$ cat src/rtl/wu_edge_encoder.sv
module wu_edge_encoder #(
  parameter int IN_W  = 276,
  parameter int OUT_W = 9
) (
  input  logic             clk,
  input  logic             rst_n,
  input  logic             strobe,
  input  logic [IN_W-1:0]  snapshot,
  output logic             valid,
  output logic             no_hit,
  output logic [OUT_W-1:0] bin_code
);
  localparam int LEAVES = 1 << OUT_W;

  logic [IN_W-1:0]  snap_q;
  logic             pend_q;
  logic [IN_W+1:0]  ext;
  logic [IN_W-1:0]  clean;
  logic [IN_W:0]    clean_x;
  logic [IN_W-1:0]  step;
  logic [2*LEAVES-1:1] seen;
  logic [OUT_W-1:0] pos [1:2*LEAVES-1];

  always_ff @(posedge clk or negedge rst_n)
    if (!rst_n) begin
      snap_q <= '0;
      pend_q <= 1'b0;
    end else begin
      pend_q <= strobe;
      if (strobe) snap_q <= snapshot;
    end

  assign ext     = {1'b0, snap_q, 1'b0};
  assign clean_x = {1'b0, clean};

  for (genvar i = 0; i < IN_W; i++) begin : g_clean
    assign clean[i] = (ext[i] & ext[i+1]) | (ext[i] & ext[i+2]) | (ext[i+1] & ext[i+2]);
  end

  assign step = clean & ~clean_x[IN_W:1];

  for (genvar i = 0; i < LEAVES; i++) begin : g_leaf
    assign pos[LEAVES+i] = '0;
    if (i < IN_W) begin : g_real
      assign seen[LEAVES+i] = step[i];
    end else begin : g_pad
      assign seen[LEAVES+i] = 1'b0;
    end
  end

  for (genvar h = 1; h <= OUT_W; h++) begin : g_lvl
    for (genvar j = 0; j < (LEAVES >> h); j++) begin : g_node
      localparam int K = (LEAVES >> h) + j;
      assign seen[K] = seen[2*K] | seen[2*K+1];
      assign pos[K]  = seen[2*K] ? pos[2*K]
                                 : (pos[2*K+1] | (OUT_W'(1) << (h-1)));
    end
  end

  always_ff @(posedge clk or negedge rst_n)
    if (!rst_n) begin
      valid    <= 1'b0;
      no_hit   <= 1'b0;
      bin_code <= '0;
    end else begin
      valid <= pend_q;
      if (pend_q) begin
        no_hit   <= ~seen[1];
        bin_code <= seen[1] ? pos[1] : '0;
      end
    end

  a_r1_valid_after_strobe: assert property (@(posedge clk) disable iff (!rst_n)
    strobe |=> ##1 valid);
  a_r2_valid_needs_strobe: assert property (@(posedge clk) disable iff (!rst_n)
    valid |-> $past(strobe, 2));
  a_r3_hold_between: assert property (@(posedge clk) disable iff (!rst_n)
    !valid |-> ($stable(bin_code) && $stable(no_hit)));
  a_r7_nohit_zero: assert property (@(posedge clk) disable iff (!rst_n)
    no_hit |-> (bin_code == '0));
  a_r5_code_in_range: assert property (@(posedge clk) disable iff (!rst_n)
    !no_hit |-> (int'(bin_code) < IN_W));
endmodule

$ cat config.mk
export PLATFORM = sky130hd
export DESIGN_NAME = wu_edge_encoder
export DESIGN_NICKNAME = d
export VERILOG_FILES = /design/src/rtl/wu_edge_encoder.sv
export SDC_FILE = /design/constraint.sdc
export NUM_CORES = 1
export LEC_CHECK = 0
export ABC_AREA = 1
export BUFFER_PORTS_ARGS = -buffer_cell sky130_fd_sc_hd__buf_2
export CAP_MARGIN = 20
export CORE_ASPECT_RATIO = 0.5
export CORE_MARGIN = 10
export CORE_UTILIZATION = 59
export DETAILED_ROUTE_END_ITERATION = 7
export GPL_ROUTABILITY_DRIVEN = 0
export HOLD_SLACK_MARGIN = 0.12
export PLACE_DENSITY = 0.82
export SLEW_MARGIN = 25
export SYNTH_ARGS = -nofsm -noshare
export SYNTH_HDL_FRONTEND = slang
export SYNTH_SLANG_ARGS = --single-unit
$ cat constraint.sdc
create_clock -name clk -period 2.7 [get_ports clk]
set_input_delay 0.27 -clock clk [delete_from_list [all_inputs] [get_ports clk]]
set_output_delay 0.27 -clock clk [all_outputs]
set_load 0.02 [all_outputs]
== After elaboration in Yosys (flattened, before gate mapping) ==
Index checks and enable logic that the tools add are counted.

* Register bits: 288
* Word-level logic and storage cells: 1658
* Input port bits: 279

* Multiplexer cells: 278
* Bitwise logic cells: 1375

{| class="wikitable"
|+ Operators by type and width
! cell !! count
|-
| $or A1 B1 Y1 || 823
|-
| $mux W9 || 65
|-
| $and A1 B1 Y1 || 549
|-
| $and A276 B276 Y276 || 1
|-
| $not A275 Y276 || 1
|-
| $mux W1 || 138
|-
| $mux W2 || 63
|-
| $mux W8 || 4
|-
| $mux W3 || 6
|-
| $mux W4 || 2
|-
| $not A1 Y1 || 1
|}

== Depth between registers and ports, before layout ==
* Depth after elaboration: 15
* Mapped depth: 19

== Worst setup path after synthesis ==
Ideal clock, no wire load.

* Path type: register to register
* From: register snap_q[26]
* To: register bin_code[1]
* Data required time: 2.583 ns
* Cell stages (with the launch flop): 17
* Library setup time: 0.117 ns
* Path buffers: 0
* Arrival time: 1.803 ns
* Path slack: 0.779 ns
* Path through: dfrtp_1 nor2_1 inv_1 nand2_1 nand2_1 nand2_1 nand2_2 nor2_1 nand2_2 nor2_8 nand2_4 nor2_8 inv_2 nor2_4 nand3_1 nand3_1 nand2_1

* Word-level cells in the longest chain between the ends: 15
* Elaborated cells on any way between the ends: 31
* Those cells by class: mux: 9; bitwise: 22

{| class="wikitable"
|+ RTL lines
! element !! line !! RTL
|-
| from (decl) || 15 || <nowiki>logic [IN_W-1:0] snap_q;</nowiki>
|-
| from (signal assigned) || 30 || <nowiki>if (strobe) snap_q <= snapshot;</nowiki>
|-
| $and A1 B1 Y1 || 37 || <nowiki>assign clean[i] = (ext[i] & ext[i+1]) | (ext[i] & ext[i+2]) | (ext[i+1] & ext[i+2]);</nowiki>
|-
| $or A1 B1 Y1 (2 in a row) || 37 ||
|-
| $not A275 Y276 || 40 || <nowiki>assign step = clean & ~clean_x[IN_W:1];</nowiki>
|-
| $and A276 B276 Y276 * || 40 ||
|-
| $or A1 B1 Y1 || 54 || <nowiki>assign seen[K] = seen[2*K] | seen[2*K+1];</nowiki>
|-
| $mux W2 or $or A1 B1 Y1 (tied branches) || 55, 54 ||
|-
| $mux W3 or $or A1 B1 Y1 (tied branches) || 55, 54 ||
|-
| $mux W4 or $or A1 B1 Y1 (tied branches) || 55, 54 ||
|-
| $mux W9 or $or A1 B1 Y1 (tied branches) (5 in a row) || 55, 54 ||
|-
| $mux W9 * || 69 || <nowiki>bin_code <= seen[1] ? pos[1] : '0;</nowiki>
|-
| to (signal assigned) || 69 ||
|-
| to (decl) || 11 || <nowiki>output logic [OUT_W-1:0] bin_code</nowiki>
|}

Every way passes the cells marked *; elsewhere a longest branch is shown, timed or not.
A chain may end at the register's enable or synchronous reset.

== Worst setup path after layout ==
* From: register snap_q[26]
* To: register bin_code[5]

* Word-level cells in the longest chain between the ends: 15
* Elaborated cells on any way between the ends: 27
* Those cells by class: mux: 5; bitwise: 22

{| class="wikitable"
|+ RTL lines
! element !! line
|-
| $and A1 B1 Y1 || 37
|-
| $or A1 B1 Y1 (2 in a row) || 37
|-
| $not A275 Y276 || 40
|-
| $and A276 B276 Y276 * || 40
|-
| $or A1 B1 Y1 || 54
|-
| $or A1 B1 Y1 * (4 in a row) || 54
|-
| $mux W9 or $or A1 B1 Y1 (tied branches) (4 in a row) || 55, 54
|-
| $mux W9 * || 69
|}

Marked as above.

==> flow_metrics.tcl <==
set metrics [dict create \
    status "finished clean" \
    rr_worst_depth 14 \
    drt_iter0_drc 1741 \
    grt_pass1_wl_um 99400 \
    port_buffers 289 \
    wl_per_cell_um 14.4 \
    synth.ff_latch_count 288 \
    whs_path_depth 3 \
    insertion_delay_ns 0.57 \
    grt_pass1_vias 21200 \
    area_delta_synth_final_pct 29.7 \
    rsz0062_at_grt "no" \
    arrival_ns 2.80 \
    clockBufferDepth 3 \
    worstMarginPinSlew_ns 0.562 \
    cts_sinks 288 \
    synth_compound_area_frac 0.137 \
    fin_crit_sh 0.866 \
    vias 21900 \
    grt_max_degree 78 \
    synthMuxAreaShare 0.0145 \
    htree_levels 1 \
    crit_top_cell "nand2_1" \
    finalMaxSlewViolations 0 \
    seq_power_share 0.385 \
    dpl.hpwl_um 39300 \
    placedCellCount 3795 \
    critPathBufInv 1 \
    crit_slowest_cell "dfrtp_1" \
    internal_power_mw 8.50 \
    cts_tree "done" \
    num_io_pins 290 \
    cts_setup_buffers 0 \
    critPathTopFamily "simple AND/OR/NAND/NOR gates" \
    power.leakage_nw 13.9 \
    hold_viol 0 \
    max_cap_violations 0 \
    start_util 0.605 \
    min_path_type "input port to register" \
    rows 46 \
    power_mw 13.3 \
    slowest_delay_ns 0.48 \
    firstDrtPassIters 7 \
    clkPwrFrac 0.303 \
    synth.distinct_cells 33 \
    setup_tns_ns 0 \
    grt_overflow_total 0 \
    grt_usage 0.286 \
    ant_nets 0 \
    antenna_found_initial 15 \
    clk_pin_slew_ns 0.07 \
    dp_slack_ns 0.434 \
    crit_chain "nor2_1 -> inv_1 -> nand2_1 -> nand2_1 -> nand2_1 -> nand2_2 -> nor2_1 -> nand2_2 -> nor2_8 -> nand2_4 -> a21oi_1 -> o21ai_0 -> nand3_1 -> nand2_1" \
    fmax_mhz 428 \
    synth-simple-area-share 0.383 \
    drc_errors 0 \
    synth-xor-area-share 0 \
    cts-root-buf "clkbuf_16" \
    critPathMaxFanout 6 \
    synth_top_family_by_area "simple AND/OR/NAND/NOR gates" \
    synth-seq-area-share 0.372 \
    vias_per_cell 5.30 \
    die_w_um 276 \
    slew-limit-headroom 0.625 \
    p_comb_frac 0.312 \
    syn-num-nets 3391 \
    power.switching_mw 4.77 \
    critPathLaunchType "register" \
    fin_ws_ns 0.362 \
    coreArea_mm2 0.0321 \
    syn_inst 3112 \
    totalWireLength_um 59700 \
    fin_crit_ns 2.34 \
    drive_gt1_frac 0.131 \
    cp-end-kind "register" \
    synth_area_mm2 0.0194 \
    fin_nets 3949 \
    hold_buffers 277 \
    critical_path_class "register to register" \
    avgSynthCellArea_um2 6.23 \
    ys.warnings.count 0 \
    post_cts_resized 0 \
    die_area_mm2 0.0410 \
    power_density_mw_per_mm2 527 \
    crit_required_ns 3.16 \
    numCtsBuffers 28 \
    finalSetupViolCount 0 \
    cp_num_cells 14 \
    synthAdderAreaFrac 0 \
    holdWs_ns 0.141 \
    switching_share 0.359 \
    vdd_drop_max_mv 0.416 \
    die_y_um 148 \
    fin_skew_ns 0.00978 \
    final_cells 4140 \
]
[placed cells by master, fill, tap and decap left out, types with 15 or more instances in the layout]
master and instances:
dfrtp_1 288, diode_2 19, a21oi_1 122, nand2_1 1307, nand3_1 166, o21ai_0 363
nor2_1 204, dlygate4sd3_1 277, buf_2 287, clkbuf_16 29, inv_1 385, inv_2 37
nand2_2 28, nand4_1 51, nor2_2 15, mux2_2 25
[layer usage]
metal	up-vias	GRT usage	wire (µm)
met2	797	0.504	29300
met3	247	0.0450	3340
met4	0	0.158	3470
met1	9935	0.331	23700
li1	11000	-	-
met5	-	0	0
[cells in the mapped netlist]
library cell / instances / area, µm²
a31oi_1: 1 / 6.26
a21o_1: 2 / 15.0
nand2_2: 28 / 175
mux2_2: 25 / 282
o211ai_1: 6 / 45.0
o21ai_1: 3 / 15.0
nand2_1: 1307 / 4910
a31o_2: 1 / 8.76
o21bai_1: 4 / 30.0
nand3_1: 166 / 831
nand2b_1: 2 / 12.5
inv_2: 37 / 139
nand2_4: 7 / 78.8
o2111ai_1: 2 / 17.5
a21oi_1: 122 / 611
clkbuf_1: 57 / 214
inv_1: 385 / 1450
buf_1: 1 / 3.75
clkinv_1: 8 / 30.0
o22ai_1: 1 / 6.26
o21ai_0: 363 / 1820
a21boi_0: 2 / 15.0
o21a_1: 2 / 15.0
dfrtp_1: 288 / 7210
o21ai_2: 2 / 17.5
nand3_2: 1 / 10.0
nor2_1: 204 / 766
o31ai_1: 3 / 22.5
nor2_2: 15 / 93.8
nor2_4: 8 / 90.1
nor2_8: 7 / 140
nand4_1: 51 / 319
a32oi_1: 1 / 8.76
[worst paths after layout]
kind / startpoint / slack (ns) / endpoint
max: snap_q[26] / 0.36 / bin_code[5]
min: strobe / 0.14 / snap_q[130]
min reg2reg: bin_code[7] / 0.47 / bin_code[7]
max in group asynchronous: rst_n / 1.61 / snap_q[230]
max reg2reg: snap_q[26] / 0.36 / bin_code[5]
min in group asynchronous: rst_n / 0.19 / snap_q[195]
[sequential cells by signal, indices dropped and copies added (netlist names)]
name      count
valid         1
snap_q      276
bin_code      9
pend_q        1
no_hit        1
[tightest hold or removal path, stage by stage]
cell and delay, ns:
buf_8 0.22, nand2_1 0.10, o21ai_0 0.07
[logic make-up after synthesis]
kind of cell	count (synthesis)
AND/OR/NAND/NOR	1796
buffers and inverters	488
AO/OA/AOI/OAI	515
flip-flops	288
multiplexers	25
[power by group through the flow]
stage          logic [mW]  registers (mW)  clock network (mW)
2_1_floorplan        2.70            5.10                   0
3_3_place_gp         3.62            5.15                   0
3_5_place_dp         3.70            5.17                   0
4_1_cts              4.04            5.09                4.01
5_1_grt              4.74            5.17                4.23
6_report             4.14            5.11                4.02
[through the flow]
| step | utilization | area (µm²) |
|---|---|---|
| after floorplan | - | 19400 |
| after global routing | 0.784 | 25100 |
| after CTS | 0.783 | 25100 |
| after global placement | 0.669 | 21400 |
| after detailed placement | 0.669 | 21400 |
| final | 0.785 | 25200 |
[area by class of cell]
type / instances / area, µm²
multi-input cells: 2336 / 10400
flip-flops and latches: 288 / 7210
fillers: 2336 / 6900
repair buffers: 586 / 4500
inverters: 430 / 1610
clock buffers: 38 / 779
well taps: 432 / 541
clock inverters: 11 / 110
diodes: 19 / 47.5
Power figures use the tool's default switching activity.
